===== config.mk =====
export PLATFORM = sky130hd
export DESIGN_NAME = aud_irq_unit
export DESIGN_NICKNAME = d
export VERILOG_FILES = /design/src/rtl/aud_irq_pkg.sv /design/src/rtl/frame_timer.sv /design/src/rtl/irq_bank.sv /design/src/rtl/aud_irq_unit.sv
export SDC_FILE = /design/constraint.sdc
export NUM_CORES = 1
export LEC_CHECK = 0
export BUFFER_PORTS_ARGS = -buffer_cell sky130_fd_sc_hd__buf_2
export CAP_MARGIN = 10
export CORE_UTILIZATION = 52
export CTS_CLUSTER_SIZE = 20
export DETAILED_ROUTE_END_ITERATION = 6
export HOLD_SLACK_MARGIN = 0.05
export MAX_ROUTING_LAYER = met4
export PLACE_DENSITY = 0.85
export SYNTH_ARGS = -nofsm -noshare
export SYNTH_HDL_FRONTEND = slang
export SYNTH_SLANG_ARGS = --single-unit
export TNS_END_PERCENT = 1

===== constraint.sdc =====
create_clock -name clk_i -period 2.3 [get_ports clk_i]
set_input_delay 0 -clock clk_i [delete_from_list [all_inputs] [get_ports clk_i]]
set_output_delay 0 -clock clk_i [all_outputs]
set_load 0.03 [all_outputs]

===== src/rtl/aud_irq_pkg.sv =====
package aud_irq_pkg;
  localparam int unsigned DW        = 32;
  localparam int unsigned AW        = 8;
  localparam int unsigned N_SRC     = 8;
  localparam int unsigned FIELD_LSB = DW - 2 * N_SRC;
  localparam logic [AW-1:0] A_CTRL  = 8'h00;
  localparam logic [AW-1:0] A_COUNT = 8'h40;
  localparam logic [AW-1:0] A_MATCH = 8'h50;
endpackage


===== src/rtl/frame_timer.sv =====
module frame_timer #(
  parameter int unsigned W = 32
) (
  input  logic         clk_i,
  input  logic         rst_ni,
  input  logic         tick_i,
  input  logic         cnt_we_i,
  input  logic         match_we_i,
  input  logic [W-1:0] wdata_i,
  output logic [W-1:0] cnt_o,
  output logic [W-1:0] match_o,
  output logic         hit_o
);
  logic [W-1:0] cnt_q, match_q, cnt_inc;

  assign cnt_inc = cnt_q + W'(1);
  // only a counted step can hit; a preset never does
  assign hit_o   = tick_i && !cnt_we_i && (cnt_inc == match_q);

  always_ff @(posedge clk_i or negedge rst_ni) begin
    if (!rst_ni) begin
      cnt_q   <= '0;
      match_q <= '0;
    end else begin
      if (cnt_we_i)    cnt_q <= wdata_i;
      else if (tick_i) cnt_q <= cnt_inc;
      if (match_we_i)  match_q <= wdata_i;
    end
  end

  assign cnt_o   = cnt_q;
  assign match_o = match_q;


  cnt_step_chk: assert property (@(posedge clk_i) disable iff (!rst_ni)
    tick_i && !cnt_we_i |=> cnt_o == $past(cnt_o) + W'(1));

  cnt_load_chk: assert property (@(posedge clk_i) disable iff (!rst_ni)
    cnt_we_i |=> cnt_o == $past(wdata_i));

  hit_lands_chk: assert property (@(posedge clk_i) disable iff (!rst_ni)
    hit_o && !match_we_i |=> cnt_o == match_o);
endmodule


===== src/rtl/irq_bank.sv =====
module irq_bank #(
  parameter int unsigned N = 8
) (
  input  logic           clk_i,
  input  logic           rst_ni,
  input  logic [N-1:0]   set_i,
  input  logic           wr_i,
  input  logic [2*N-1:0] wfield_i,
  output logic [N-1:0]   en_o,
  output logic [N-1:0]   pend_o,
  output logic           irq_o
);
  logic [N-1:0] en_q, pend_q, en_d, pend_d, clr;
  logic         irq_q;

  for (genvar k = 0; k < N; k++) begin : g_src
    assign clr[k]    = wr_i && wfield_i[2*k];
    assign en_d[k]   = wr_i ? wfield_i[2*k+1] : en_q[k];
    // set dominates clear
    assign pend_d[k] = set_i[k] || (pend_q[k] && !clr[k]);


    set_wins_chk: assert property (@(posedge clk_i) disable iff (!rst_ni)
      set_i[k] |=> pend_o[k]);

    pend_hold_chk: assert property (@(posedge clk_i) disable iff (!rst_ni)
      !set_i[k] && !wr_i |=> $stable(pend_o[k]));

    zero_keeps_chk: assert property (@(posedge clk_i) disable iff (!rst_ni)
      wr_i && !wfield_i[2*k] && pend_o[k] |=> pend_o[k]);
  end

  always_ff @(posedge clk_i or negedge rst_ni) begin
    if (!rst_ni) begin
      en_q   <= '0;
      pend_q <= '0;
      irq_q  <= 1'b0;
    end else begin
      en_q   <= en_d;
      pend_q <= pend_d;
      irq_q  <= |(en_q & pend_q);
    end
  end

  assign en_o   = en_q;
  assign pend_o = pend_q;
  assign irq_o  = irq_q;


  irq_follow_chk: assert property (@(posedge clk_i) disable iff (!rst_ni)
    1'b1 |=> irq_o == |($past(en_o) & $past(pend_o)));
endmodule


===== src/rtl/aud_irq_unit.sv =====
module aud_irq_unit
  import aud_irq_pkg::*;
(
  input  logic          clk_i,
  input  logic          rst_ni,
  input  logic          frame_tick_i,
  input  logic [N_SRC-2:0] evt_i,
  input  logic          we_i,
  input  logic [AW-1:0] addr_i,
  input  logic [DW-1:0] wdata_i,
  output logic [DW-1:0] rdata_o,
  output logic          irq_o
);
  logic             sel_ctrl, sel_cnt, sel_match;
  logic             hit;
  logic [DW-1:0]    cnt, match, ctrl_word;
  logic [N_SRC-1:0] en, pend;

  assign sel_ctrl  = (addr_i == A_CTRL);
  assign sel_cnt   = (addr_i == A_COUNT);
  assign sel_match = (addr_i == A_MATCH);

  frame_timer #(.W(DW)) u_timer (
    .clk_i      (clk_i),
    .rst_ni     (rst_ni),
    .tick_i     (frame_tick_i),
    .cnt_we_i   (we_i && sel_cnt),
    .match_we_i (we_i && sel_match),
    .wdata_i    (wdata_i),
    .cnt_o      (cnt),
    .match_o    (match),
    .hit_o      (hit)
  );

  irq_bank #(.N(N_SRC)) u_bank (
    .clk_i    (clk_i),
    .rst_ni   (rst_ni),
    .set_i    ({hit, evt_i}),
    .wr_i     (we_i && sel_ctrl),
    .wfield_i (wdata_i[DW-1:FIELD_LSB]),
    .en_o     (en),
    .pend_o   (pend),
    .irq_o    (irq_o)
  );

  assign ctrl_word[FIELD_LSB-1:0] = '0;
  for (genvar k = 0; k < N_SRC; k++) begin : g_pack
    assign ctrl_word[FIELD_LSB+2*k+1] = en[k];
    assign ctrl_word[FIELD_LSB+2*k]   = pend[k];
  end

  always_comb begin
    rdata_o = '0;
    if (sel_ctrl)  rdata_o = ctrl_word;
    if (sel_cnt)   rdata_o = cnt;
    if (sel_match) rdata_o = match;
  end


  unmapped_zero_chk: assert property (@(posedge clk_i) disable iff (!rst_ni)
    !sel_ctrl && !sel_cnt && !sel_match |-> rdata_o == '0);

  frame_pend_chk: assert property (@(posedge clk_i) disable iff (!rst_ni)
    hit |=> pend[N_SRC-1]);
endmodule


# After elaboration in Yosys (flattened, before gate mapping)
# Cells that the tools add are included.
[op_classes]
n_eq_ne = 3
n_mul = 0
shifts = 0
addsub = 1
magnitude_cmp = 0
muxes = 5
bitwise_logic = 1
n_reduce_logical = 41
n_div = 0
[ops]
columns = ["op", "n"]
rows = [
  ["$mux W32", 5],
  ["$add A32 B1 Y32 const B", 1],
  ["$eq A32 B32 Y1", 1],
  ["$logic_and A1 B1 Y1", 21],
  ["$eq A8 B7 Y1 const B", 2],
  ["$logic_not A1 Y1", 9],
  ["$and A8 B8 Y8", 1],
  ["$logic_not A8 Y1", 1],
  ["$logic_or A1 B1 Y1", 8],
  ["$reduce_or A8 Y1", 1],
  ["$reduce_bool A2 Y1", 1],
]
[word_totals]
mem_bits_ro = 0
input_bits = 51
memories = 0
mem_bits_rw = 0
output_inout_bits = 33
latchBits = 0
reg_bits = 81

# Longest topological paths before layout
# Gate-level depths: netlist of run 1.
[depth]
depth_word = 6
ltp_mapped = 10
mapped_depth_nobuf = 8

# Cells and area by module
# A second synthesis of run 1 with hierarchy kept.
[unflattened]
hier_cells = 575
area_unflattened_um2 = 5476.5
[by_module_without_submodules]
columns = ["mod", "instances", "area_each_um2", "cells_per_inst"]
rows = [
  ["frame_timer", 1, 4060.1, 428],
  ["aud_irq_unit", 1, 740.7, 99],
  ["irq_bank", 1, 675.6, 48],
]

# Worst setup path before layout of run 1
# No wires, ideal clock.
[synth_timing]
path_kind = "reg2reg"
start = "reg u_timer.cnt_q[0], in the netlist u_timer.cnt_o[0]"
end = "reg u_bank.pend_q[7], in the netlist u_bank.pend_o[7]"
t_required_ps = 2208
setup_time_ps = 92
slack_ps = 51
n_path_buf = 2
arrival_ps = 2157
path_stages_with_launch = 9
period_less_slack_ps = 2249
path_cell_list = "dfrtp_1 -> buf_4 -> and4_4 -> and2_1 -> clkbuf_1 -> nand3_1 -> or3_1 -> a2111o_1 -> o31ai_2"
[synth_via]
elab_chain_cells = 4
[synth_lines]
columns = ["element", "line_no", "text"]
rows = [
  ["start, declared", "frame_timer.sv:14", "logic [W-1:0] cnt_q, match_q, cnt_inc;"],
  ["start signal, assigned", "frame_timer.sv:25", "if (cnt_we_i) cnt_q <= wdata_i;"],
  ["start signal, assigned", "frame_timer.sv:26", "else if (tick_i) cnt_q <= cnt_inc;"],
  ["$add A32 B1 Y32", "frame_timer.sv:16", "assign cnt_inc = cnt_q + W'(1);"],
  ["$eq A32 B32 Y1", "frame_timer.sv:18", "assign hit_o = tick_i && !cnt_we_i && (cnt_inc == match_q);"],
  ["$logic_and A1 B1 Y1", "frame_timer.sv:18", ""],
  ["$logic_or A1 B1 Y1", "irq_bank.sv:20", "assign pend_d[k] = set_i[k] || (pend_q[k] && !clr[k]);"],
  ["net u_bank.pend_d[7]", "irq_bank.sv:13", "logic [N-1:0] en_q, pend_q, en_d, pend_d, clr;"],
  ["end signal, assigned", "irq_bank.sv:40", "pend_q <= pend_d;"],
  ["end, declared", "irq_bank.sv:13", ""],
]
# The timed path passes the listed nets, and every way through them passes these cells.
# A chain may end at the register's enable or synchronous reset.

# Worst setup path in the final report of run 1
[layout_timing]
start = "reg u_timer.cnt_q[25], in the netlist u_timer.cnt_o[25]"
end = "reg u_bank.pend_q[7], in the netlist u_bank.pend_o[7]"
# The elaborated chain is that of the path after synthesis.

==> results, run 1 <==
- Before antenna repair, the detailed router went through 6 iterations.
- Counting I/O delays and the setup requirement, the final critical path takes 2.23 ns.
- Summing all non-filler instances in the final layout gives an area of ~6700 um^2.
- The max-capacitance violation count is 0.
- The minimum setup slack after placement is -0.0117 ns.
- In the synthesized netlist the dominant register cell turns out to be sky130_fd_sc_hd__dfrtp_1.
- The core region is ~9700 um^2.
- Of the total synthesized cell area, the portion taken by full adders, half adders and majority gates is 0.00241.
- After layout, the worst setup slack is ~0.07 ns.
- STA classifies the critical path endpoint as a flip-flop.
- For this configuration, the core starts out at a cell density of 0.534.
- The leakage power summed over all cells is around 3.1 nW.
- The power density over the cells is ~600 nW/um^2.
- The clock network latency to the later pin of the worst-skew pair is 0.38 ns.
- The die covers around 10000 um^2.
- The most common cell after layout, fill and taps aside is sky130_fd_sc_hd__buf_2.
- Data on the critical path arrives at its endpoint at approximately 2.5 ns.
- The global route total overflow is 0.
- The number of antenna diodes in the final layout is 0.
- Of the total synthesized cell area, the portion taken by AND, OR, NAND and NOR gates is 0.193.
- The count of flip-flops with a built-in enable after synthesis is 0.
- The critical path startpoint category is a flip-flop.
- The synthesized netlist occupies a cell area of slightly above 5000 um^2.
- For the final routed database, the setup TNS stands at 0 ns.
- The wire length of the first global-routing pass is about 24000 um.
- The number of global-route vias before repair is about 4900.
- The flip-flop and latch count after synthesis is 81.
- Setup violations remaining at the end of the flow were counted as 0.
- The buffer type at the clock tree root is sky130_fd_sc_hd__clkbuf_8.
- Clock tree synthesis found a total of 81 sinks.
- For the pin with the worst max-slew slack, the measured transition is ~1.1 ns.
- In this run the remaining antenna-violating nets after routing total 0.
- Counting along the longest clock path gives a buffer depth of 2.
- The final net count is between 700 and 800.
- The die outline height is roughly 100 um.
- The number of antenna violations at the first check in global routing is 0.
- For this run, the top clock speed supported by timing is around 450 MHz.
- The routed wire length is 15400 um.
- The count of cell types in the netlist is slightly above 50.
- The routed via count is between 4000 and 5000.
- In the routed design, unresolved DRC markers number 0.
- Yosys attributes the largest share of cell area to sky130_fd_sc_hd__dfrtp_1 (39%), sky130_fd_sc_hd__mux2_2 (9.3%), sky130_fd_sc_hd__xor2_1 (7.1%).
- The final hold slack is roughly 0.21 ns.
- Of the synthesized area, sequential elements account for 0.390.
- The via density per instance is between 5 and 6.
- Across every metal layer, demand over resource in global routing totals 0.314.
- Port buffering added slightly above 80 buffers.
- The share of the synthesized area in compound gates (AO/OA/AOI/OAI) was 0.115.
- The worst-case IR drop observed on VDD is approximately 0.30 mV.
- By area, the combinational part of the netlist is dominated by simple AND/OR/NAND/NOR gates.
- For the worst setup path, the data required time is roughly 2.6 ns.
- The area of placed instances is approximately 6000 um^2.
- The library cells used most frequently in the layout, excluding fill and tap cells, are sky130_fd_sc_hd__buf_2 (82), sky130_fd_sc_hd__dfrtp_1 (79), sky130_fd_sc_hd__nor2_1 (75).
- The total count of max-transition violations in the final report is 0.
- The setup path with the least slack is of type reg -> reg.
- The flow ran to the end, and the final reports show no timing, DRC or antenna violations.
- The number of cells produced by synthesis is 558.
- The congestion estimate from routability-driven global placement came to 0.925.
- The cell type contributing the most total cell area after synthesis is sky130_fd_sc_hd__dfrtp_1.
- TritonCTS built the clock tree.
- The fraction of layout cells with a size suffix above 1 is 0.297.
- Row generation in the floorplan step produced 36 rows.
- The die width is 102 um.
- The clock transition at the registers of the reported paths is ~0.09 ns.
- Buffers inserted during clock tree synthesis total 9.
- The share of synthesized area in the top cell type comes to 0.390.
- The post-route clock period utilization is 0.969.
- The total number of yosys warnings is 0.
- The layout has ~750 filler cells.
- Of the total synthesized cell area, the portion taken by XOR and XNOR cells is 0.128.
- The class of the most critical hold timing path is in -> reg.
- The placed wire-length estimate is roughly 11000 um.
- Compared with the post-synthesis result, the final layout area differs by 28.4%.
- Counting every net in the synthesized netlist gives 610.
- The worst pin sits at a relative slew slack of 0.295.
- During I/O placement, the number of pins put on the boundary was 84.
- After synthesis, the mean cell area works out to roughly 9.3 um^2.
- The fraction of registers with async set/reset is 1.00.
- The CTS H-tree depth is 3.
- The highest fanout seen on the critical path is 5.
- The number of endpoints with negative hold slack in the final report is 0.
- The wire length per cell is between 15 and 20 um.
- The worst-case clock skew is 0.0152 ns.
- The multiplexer fraction of the synthesized cell area is 0.132.
- The largest net degree at the start of global routing is slightly above 80.
- For this block, the initial DRC count from the detailed router was approximately 280.
- The end-of-flow core utilization is 0.686.
-- layout make-up --
type / count / area (um^2) / area share
multi-input cells: 429 / 3060 / 0.458
flip-flops and latches: 81 / 2030 / 0.304
repair buffers: 170 / 1190 / 0.178
well taps: 133 / 166 / 0.0249
clock buffers: 12 / 155 / 0.0232
clock inverters: 4 / 51.3 / 0.00769
inverters: 7 / 26.3 / 0.00394
-- kinds of logic after synthesis --
group                      after synthesis
muxes                                   63
buffers and inverters                   48
xor gates and xnor gates                76
AOI/OAI and AO/OA                       92
and+or+nand+nor                        197
DFF                                     81
adders and majority gates                1
-- synthesized netlist by cell type, types with 2 or more instances --
| library cell | instances |
|---|---|
| sky130_fd_sc_hd__a22oi_1 | 6 |
| sky130_fd_sc_hd__a21oi_1 | 48 |
| sky130_fd_sc_hd__a21o_1 | 7 |
| sky130_fd_sc_hd__o21ai_0 | 2 |
| sky130_fd_sc_hd__and3_1 | 9 |
| sky130_fd_sc_hd__or3_1 | 3 |
| sky130_fd_sc_hd__nor4b_1 | 2 |
| sky130_fd_sc_hd__nand4_1 | 16 |
| sky130_fd_sc_hd__and2_1 | 5 |
| sky130_fd_sc_hd__buf_4 | 5 |
| sky130_fd_sc_hd__xnor2_1 | 34 |
| sky130_fd_sc_hd__a311oi_1 | 3 |
| sky130_fd_sc_hd__nand3_1 | 16 |
| sky130_fd_sc_hd__nor3b_1 | 2 |
| sky130_fd_sc_hd__mux2i_1 | 20 |
| sky130_fd_sc_hd__and4_1 | 4 |
| sky130_fd_sc_hd__nor2_1 | 75 |
| sky130_fd_sc_hd__a22o_1 | 16 |
| sky130_fd_sc_hd__o211ai_1 | 2 |
| sky130_fd_sc_hd__xor2_1 | 42 |
| sky130_fd_sc_hd__dfrtp_1 | 81 |
| sky130_fd_sc_hd__nand2_1 | 38 |
| sky130_fd_sc_hd__inv_1 | 7 |
| sky130_fd_sc_hd__nor4_1 | 8 |
| sky130_fd_sc_hd__nand2b_1 | 3 |
| sky130_fd_sc_hd__buf_1 | 5 |
| sky130_fd_sc_hd__buf_2 | 6 |
| sky130_fd_sc_hd__mux2_2 | 43 |
| sky130_fd_sc_hd__a31o_2 | 2 |
| sky130_fd_sc_hd__clkbuf_1 | 24 |
| sky130_fd_sc_hd__nor3_1 | 4 |
-- report_power, final --
group	internal, mW	switching, mW
clock	0.562	0.552
combinational	0.581	0.625
sequential	1.56	0.129
total	2.71	1.31
-- critical path, cell delays in order (launching register included) --
cell and delay, ns:
sky130_fd_sc_hd__dfrtp_1 0.46, sky130_fd_sc_hd__nand3_1 0.23, sky130_fd_sc_hd__or3_1 0.46, sky130_fd_sc_hd__mux2i_1 0.20
sky130_fd_sc_hd__mux2i_1 0.11, sky130_fd_sc_hd__nor4b_2 0.25, sky130_fd_sc_hd__nand4_1 0.17, sky130_fd_sc_hd__o31ai_2 0.26
-- stage by stage --
step / power (mW) / std cells
3_5_place_dp: 2.77 / 770
5_1_grt: 4.20 / 836
6_report: 4.01 / 836
2_1_floorplan: 2.41 / 558
3_3_place_gp: 2.72 / 770
4_1_cts: 3.94 / 835
-- per-layer routing --
layer	track usage	wire length (um)	share of wire	up-vias
met1	0.367	6370	0.41	2447
li1	-	-	-	2242
met5	-	0	0	-
met4	0.134	371	0.024	0
met3	0.0513	877	0.057	39
met2	0.536	7790	0.51	213
-- state kept, by name (all words and copies together) (netlist names) --
| signal | cells |
|---|---|
| u_timer.cnt_o | 32 |
| u_timer.match_o | 32 |
| u_bank.en_o | 8 |
| u_bank.pend_o | 8 |
| u_bank.irq_o | 1 |
-- final timing paths --
| kind | startpoint | to | cells after the start | slack, ns |
|---|---|---|---|---|
| worst max-delay path | u_timer.cnt_o[25] | u_bank.pend_o[7] | 7 | 0.07 |
| worst min-delay path | we_i | u_bank.pend_o[7] | 6 | 0.21 |
| worst max register to register | u_timer.cnt_o[25] | u_bank.pend_o[7] | 7 | 0.07 |
| worst min register to register | u_bank.en_o[6] | u_bank.en_o[6] | 1 | 0.56 |
| max in group asynchronous | rst_ni | u_timer.cnt_o[0] | 2 | 1.23 |
| min in group asynchronous | rst_ni | u_timer.match_o[5] | 2 | 0.34 |
-- timing repair --
| action | in CTS | in global routing |
|---|---|---|
| pin swaps | 0 | 5 |
| buffers inserted | 1 | 1 |
| gates resized for setup | 2 | 17 |
| endpoints found under the hold margin | 161 | 0 |
| hold buffers | 48 | 0 |
| endpoints found under the setup margin | 1 | 1 |
Note: power is estimated with default switching activity, not from simulation.
==> inputs of run 2 (changes only) <==
Settings changed: CORE_ASPECT_RATIO set to 0.9.
==> run 2 against run 1 <==
  * Clock-buffer cell count decreased by 1
  * Clock skew rose by 0.0019 ns
  * Core utilization up 0.41 points
  * Setup slack improved by 0.020 ns
  * Sequential share of layout area fell by 0.085 points
==> results, run 2 (same netlist as run 1, synthesis figures left out) <==
- The cell with the largest stage delay on the worst path is sky130_fd_sc_hd__or4_4 (was sky130_fd_sc_hd__dfrtp_1).
- The share of total power in the clock network is 0.276 (was 0.278).
- The endpoint of the most critical setup path is u_bank.pend_o[7] (unchanged).
- The type of destination of the critical path is a flip-flop (unchanged).
- The area of placed instances is 5910 um^2 (was 5880 um^2).
- The CTS H-tree depth is 3 (unchanged).
- Highest-count cells in the layout ignoring fill and taps: sky130_fd_sc_hd__buf_2 (82), sky130_fd_sc_hd__dfrtp_1 (79), sky130_fd_sc_hd__nor2_1 (75) (unchanged).
- The number of placed I/O pins came to 84 (unchanged).
- The most common cell after layout, fill and taps aside is sky130_fd_sc_hd__buf_2 (unchanged).
- The largest net degree at the start of global routing is 47 (was 82).
- The final hold slack is 0.142 ns (was 0.209 ns).
- The maximum root-to-sink buffer count is 2 (unchanged).
- The required time at the endpoint of the critical path came to 2.58 ns (was 2.59 ns).
- The final net count was 753 (was 750).
- The number of clock sinks seen by CTS is 81 (unchanged).
- The core box area is 9700 um^2 (was 9730 um^2).
- The data arrival time of the critical path is 2.49 ns (was 2.52 ns).
- The fmax is 453 MHz (was 449 MHz).
- The multi-input gate area in the final layout is 3050 um^2 (was 3060 um^2).
- The global route total overflow is 0 (unchanged).
- Status: finished clean (unchanged).
- The count of unresolved DRC violations after routing is 0 (unchanged).
- The synthesis-to-layout area growth is 28.7% (was 28.4%).
- The starting density of the core is 0.536 (was 0.534).
- The routed via count is 4874 (was 4941).
- The sequential cell area is 2030 um^2 (unchanged).
- The filler cell count is 761 (was 752).
- The leakage power summed over all cells came to 3.14 nW (was 3.10 nW).
- The number of endpoints with negative hold slack in the final report is 0 (unchanged).
- The placed wire-length estimate is 10500 um (was 10700 um).
- The sequential share of power is 0.422 (about the same).
- The highest fanout seen on the critical path is 4 (was 5).
- The total count of max-transition violations in the final report is 0 (unchanged).
- The slew at the pin with the worst max-slew slack is 0.531 ns (was 1.06 ns).
- The wire length per cell is 18.1 um (was 18.4 um).
- The CTS tree is yes (unchanged).
- The clock network latency to the later pin of the worst-skew pair is 0.37 ns (was 0.38 ns).
- The buffer type at the clock tree root is sky130_fd_sc_hd__clkbuf_8 (unchanged).
- The class of the most critical hold timing path is in -> async (was in -> reg).
- The number of global-route vias before repair came to 4834 (was 4926).
- The critical path startpoint category is a flip-flop (unchanged).
- The total buffers and inverters traversed by the critical path is 0 (unchanged).
- The post-route clock period utilization is 0.960 (was 0.969).
- The internal power consumption was 2.69 mW (was 2.71 mW).
- The cell depth of the worst setup path was 7 (unchanged).
- The count of final setup violators is 0 (unchanged).
- The fraction of layout cells with a size suffix above 1 is 0.300 (was 0.297).
- The largest stage delay on the critical path is 0.50 ns (was 0.46 ns).
- The kind of critical path is reg -> reg (unchanged).
- The switching portion of total power is 0.325 (about the same).
- CP Cell Sequence: and4_4, nand3_4, or4_4, nor3_4, xnor2_1, a2111o_1, o31ai_2 (was nand3_1, or3_1, mux2i_1, mux2i_1, nor4b_2, nand4_1, o31ai_2).
- The die width is 107 um (was 102 um).
- The post-layout instance area was 6690 um^2 (was 6680 um^2).
- The number of buffers added by the clock tree synthesis step is 9 (unchanged).
- The worst-case reg-to-reg path depth is 7 (unchanged).
- The wire length of the first global-routing pass is 24100 um (was 24200 um).
- The worst-case clock skew is 0.0171 ns (was 0.0152 ns).
- The cell family with the largest share of critical-path delay is simple AND/OR/NAND/NOR gates (unchanged).
- The highest ir drop seen on vdd is 0.439 mV (was 0.297 mV).
- The combinational group share of total power is 0.302 (was 0.301).
- The number of port buffers was 83 (unchanged).
- The startpoint of the most critical setup path was u_timer.cnt_o[1] (was u_timer.cnt_o[25]).
- The remaining max-slew budget at the tightest pin is 0.646 (was 0.295).
- The number of design-rule violations left by the first detailed-router iteration is 365 (was 283).
- The remaining number of nets flagged by the antenna check after routing came to 0 (unchanged).
- The weighted congestion reported at the end of routability-driven placement was 0.937 (was 0.925).
- The clock transition at the registers of the reported paths is 0.09 ns (about the same).
- The global-route usage over all layers is 0.307 (was 0.314).
- The time the worst path needs with I/O delays and setup is 2.21 ns (was 2.23 ns).
- The via density per instance was 5.86 (was 5.91).
- The end of the worst register-to-register path was u_bank.pend_o[7] (unchanged).
- The antenna diode count came to 0 (unchanged).
- The slack of the worst reg-to-reg path came to 0.09 ns (was 0.07 ns).
- The power density over the cells was 596 nW/um^2 (was 601 nW/um^2).
- The routed wire length is 15000 um (was 15400 um).
- The startpoint of the worst-slack reg-to-reg timing path is u_timer.cnt_o[1] (was u_timer.cnt_o[25]).
- The max-capacitance violation count is 0 (unchanged).
- The die outline height was 96.9 um (was 102 um).
- The first-pass detailed-route iteration total is 5 (was 6).
- The die area is 10400 um^2 (about the same).
- The floorplan row count is 34 (was 36).
- The total net switching power came to 1.30 mW (was 1.31 mW).
- The number of antenna violations at the first check in global routing is 0 (unchanged).
run 2: cell count changes in the layout (fill, tap and decap cells not counted), sizes merged:
cell,delta
clkbuf,-1
buf,+4
clkinv,+2
clkinvlp,-1
dlygate4sd3,-1
run 2: final cells by class:
| class | count | area share |
|---|---|---|
| clock inverters | 5 | 0.00804 |
| well taps | 126 | 0.0236 |
| multi-input cells | 429 | 0.456 |
| clock buffers | 11 | 0.0226 |
| inverters | 7 | 0.00393 |
| flip-flops and latches | 81 | 0.303 |
| repair buffers | 173 | 0.183 |
run 2: power groups by stage:
| stage | clock, mW | sequential (mW) | combinational, mW |
|---|---|---|---|
| finish | 1.10 | 1.68 | 1.20 |
| global route | 1.18 | 1.70 | 1.29 |
| CTS | 1.11 | 1.67 | 1.16 |
| detailed placement | 0 | 1.71 | 1.07 |
| global placement | 0 | 1.69 | 1.04 |
| floorplan | 0 | 1.69 | 0.720 |
run 2: per-stage QoR:
step | utilization | cells | power, mW | TNS, ns | worst slack, ns
after floorplan | - | 558 | 2.41 | 0 | 0.0509
after global placement | 0.609 | 766 | 2.73 | 0 | 0.0995
after detailed placement | 0.609 | 766 | 2.78 | -0.00507 | -0.00507
after CTS | 0.680 | 831 | 3.95 | 0 | 0.0144
after global routing | 0.690 | 832 | 4.17 | -0.0457 | -0.0457
final | 0.690 | 832 | 3.99 | 0 | 0.0915
run 2: how the worst min path moves through the flow:
stage / from / end / slack (ns) / cells past startpoint
2_1_floorplan: rst_ni / u_bank.en_o[0] / -0.30 / 0
6_report: rst_ni / u_timer.cnt_o[28] / 0.14 / 2
5_1_grt: rst_ni / u_timer.cnt_o[28] / 0.18 / 2
3_3_place_gp: rst_ni / u_bank.pend_o[6] / -0.001 / 1
4_1_cts: rst_ni / u_timer.cnt_o[28] / 0.15 / 2
3_5_place_dp: rst_ni / u_timer.cnt_o[28] / 0.01 / 1
run 2: routing by layer:
layer,track usage,vias up,routed length (um)
met5,-,-,0
met4,0.101,0,400
met3,0.0431,39,834
met2,0.477,196,7080
met1,0.413,2387,6710
li1,-,2252,-
run 2: timing repair:
action / in CTS / in global routing
setup buffers: 2 / 1
endpoints found under the hold margin: 144 / 0
endpoints found under the setup margin: 1 / 1
hold buffers: 47 / 0
pin swaps: 0 / 2
resized for setup: 0 / 19
==> inputs of run 3 (changes only) <==
Settings changed: CORE_UTILIZATION 52 to 57, PLACE_DENSITY 0.85 to 0.88.
Clock period 2.3 ns to 2.05 ns, I/O delays scaled along.
==> run 3 against run 2 <==
  * The run now ends with negative setup slack left
  * Sequential power is 13% higher
  * Power is 17% higher
  * Register-to-register slack worse by 0.21 ns
  * Fmax is 1.8% higher
  * Non-clock buffer count is 22 higher
  * Die area is 8.6% lower
  * Wire length is 8.6% higher
  * Critical endpoint unchanged
==> results, run 3 (same netlist as run 1, synthesis figures left out) <==
- The core box area is 8730 um^2 (was 9700 um^2).
- The area of placed instances is 6120 um^2 (was 5910 um^2).
- The time the worst path needs with I/O delays and setup is 2.17 ns (was 2.21 ns).
- The met2 global-route usage is 0.576 (was 0.477).
- The weighted congestion reported at the end of routability-driven placement was 0.989 (was 0.937).
- The largest stage delay on the critical path is 0.48 ns (was 0.50 ns).
- The buffer type at the clock tree root is sky130_fd_sc_hd__clkbuf_8 (unchanged).
- The post-layout instance area was 6960 um^2 (was 6690 um^2).
- The required time at the endpoint of the critical path was 2.34 ns (was 2.58 ns).
- The remaining max-slew budget at the tightest pin is 0.706 (was 0.646).
- The first-pass detailed-route iteration total is 5 (unchanged).
- The number of buffers added by the clock tree synthesis step was 9 (unchanged).
- The highest fanout seen on the critical path was 4 (unchanged).
- The floorplan row count is 32 (was 34).
- The synthesis-to-layout area growth came to 33.9% (was 28.7%).
- The final reports fail on negative setup slack.
- The wire length of the first global-routing pass was 26100 um (was 24100 um).
- The fraction of layout cells with a size suffix above 1 came to 0.335 (was 0.300).
- The worst-case clock skew is 0.0103 ns (was 0.0171 ns).
- The type of destination of the critical path is a flip-flop (unchanged).
- The post-route total power is 4.65 mW (was 3.99 mW).
- The maximum root-to-sink buffer count is 2 (unchanged).
- The fmax is 461 MHz (was 453 MHz).
- The global routing's busiest layer is met2 (unchanged).
- The kind of critical path is reg -> reg (unchanged).
- The count of unresolved DRC violations after routing is 0 (unchanged).
- The routed wire length is 16300 um (was 15000 um).
- Highest-count cells in the layout ignoring fill and taps: sky130_fd_sc_hd__buf_2 (82), sky130_fd_sc_hd__dfrtp_1 (81), sky130_fd_sc_hd__nor2_1 (75) (was sky130_fd_sc_hd__buf_2 (82), sky130_fd_sc_hd__dfrtp_1 (79), sky130_fd_sc_hd__nor2_1 (75)).
- The cell with the largest stage delay on the worst path is sky130_fd_sc_hd__or4_4 (unchanged).
- The total buffers and inverters traversed by the critical path is 0 (unchanged).
- The via density per instance is 6.16 (was 5.86).
- The starting density of the core is 0.596 (was 0.536).
- The slew at the pin with the worst max-slew slack is 0.440 ns (was 0.531 ns).
- The placed wire-length estimate was 10900 um (was 10500 um).
- Status: finished with violations (was finished clean).
- The cell family with the largest share of critical-path delay is simple AND/OR/NAND/NOR gates (unchanged).
- The filler cell count is 581 (was 761).
- The leakage power summed over all cells came to 3.29 nW (was 3.14 nW).
- The final net count is 775 (was 753).
- The met1 usage is 0.471 (was 0.413).
- The most common cell after layout, fill and taps aside is sky130_fd_sc_hd__buf_2 (unchanged).
- The routing usage on met3 is 0.0747 (was 0.0431).
- The number of endpoints with negative hold slack in the final report was 0 (unchanged).
- The number of antenna violations at the first check in global routing is 0 (unchanged).
- The class of the most critical hold timing path is in -> async (unchanged).
- The final critical-path setup slack was -0.120 ns (was 0.0915 ns).
- The critical path startpoint category is a flip-flop (unchanged).
- The number of clock sinks seen by CTS was 81 (unchanged).
- The wire length per cell is 19.3 um (was 18.1 um).
- The CTS tree is yes (unchanged).
- The number of design-rule violations left by the first detailed-router iteration is 460 (was 365).
- The routed via count is 5221 (was 4874).
- The number of port buffers is 83 (unchanged).
- The global-route usage over all layers is 0.374 (was 0.307).
- The highest ir drop seen on vdd is 0.392 mV (was 0.439 mV).
- The die area came to 9510 um^2 (was 10400 um^2).
- The die width is 103 um (was 107 um).
- The clock network latency to the later pin of the worst-skew pair was 0.38 ns (was 0.37 ns).
- The data arrival time of the critical path is 2.46 ns (was 2.49 ns).
- The post-route clock period utilization is 1.06 (was 0.960).
- The max-capacitance violation count is 0 (unchanged).
- The multi-input gate area in the final layout is 3150 um^2 (was 3050 um^2).
- The largest net degree at the start of global routing is 53 (was 47).
- Setup repair after global routing could not meet its margin everywhere.
- The CTS H-tree depth came to 3 (unchanged).
- The number of placed I/O pins is 84 (unchanged).
- The total count of max-transition violations in the final report came to 0 (unchanged).
- The clock transition at the registers of the reported paths is 0.10 ns (was 0.09 ns).
- The number of global-route vias before repair was 5240 (was 4834).
- The die outline height is 92.6 um (was 96.9 um).
- The sequential cell area is 2030 um^2 (about the same).
- The remaining number of nets flagged by the antenna check after routing is 0 (unchanged).
- CP Cell Sequence: and4_4, nand3_4, or4_4, nor2_4, xnor2_1, a2111o_1, o31ai_2 (was and4_4, nand3_4, or4_4, nor3_4, xnor2_1, a2111o_1, o31ai_2).
- The end-of-flow core utilization was 0.798 (was 0.690).
- The count of final setup violators is 1 (was 0).
- The antenna diode count is 0 (unchanged).
- The global route total overflow came to 0 (unchanged).
- The power density over the cells is 668 nW/um^2 (was 596 nW/um^2).
-- run 3: final timing paths --
kind	startpoint	to	slack, ns	cells past startpoint
worst max-delay path	u_timer.cnt_o[1]	u_bank.pend_o[7]	-0.12	7
worst min-delay path	rst_ni	u_timer.match_o[9]	0.09	2
worst max register to register	u_timer.cnt_o[1]	u_bank.pend_o[7]	-0.12	7
worst min register to register	u_bank.en_o[7]	u_bank.en_o[7]	0.56	1
max in group asynchronous	rst_ni	u_bank.pend_o[6]	1.35	3
min in group clk_i	frame_tick_i	u_timer.cnt_o[7]	0.13	4
-- run 3: final cells by class --
type | count | area share
clock inverter | 7 | 0.0119
inverter | 7 | 0.00377
multi-input combinational | 429 | 0.453
clock buffer | 9 | 0.0178
timing repair buffer | 195 | 0.201
tap | 119 | 0.0214
sequential | 81 | 0.291
-- run 3: layer usage --
layer | up-vias | share of wire | wire (um)
met5 | - | 0 | 0
met4 | 0 | 0.045 | 732
met3 | 88 | 0.087 | 1410
met2 | 341 | 0.47 | 7670
met1 | 2495 | 0.40 | 6500
li1 | 2297 | - | -
-- run 3: through the flow --
stage	setup slack [ns]	hold slack [ns]	cells	setup TNS (ns)
after floorplan	-0.00343	-0.296	558	-0.00343
after global placement	-0.0695	-0.0440	781	-0.0695
after detailed placement	-0.138	-0.0373	781	-0.138
after CTS	-0.0940	0.0905	846	-0.0940
after global routing	-0.239	0.135	847	-0.382
final	-0.120	0.0872	847	-0.120
-- run 3: repair_timing --
item                                    4_1_cts  5_1_grt
hold buffers                                 47        0
endpoints found under the setup margin        5        8
pin swaps                                     1        6
endpoints found under the hold margin       161        0
gates resized for setup                       4       23
buffers inserted                              2        1
-- run 3: power by group --
part,internal (mW),total [mW],switching [mW]
Sequential,1.75,1.90,0.148
Clock,0.584,1.28,0.692
Combinational,0.739,1.48,0.739
Total,3.07,4.65,1.58
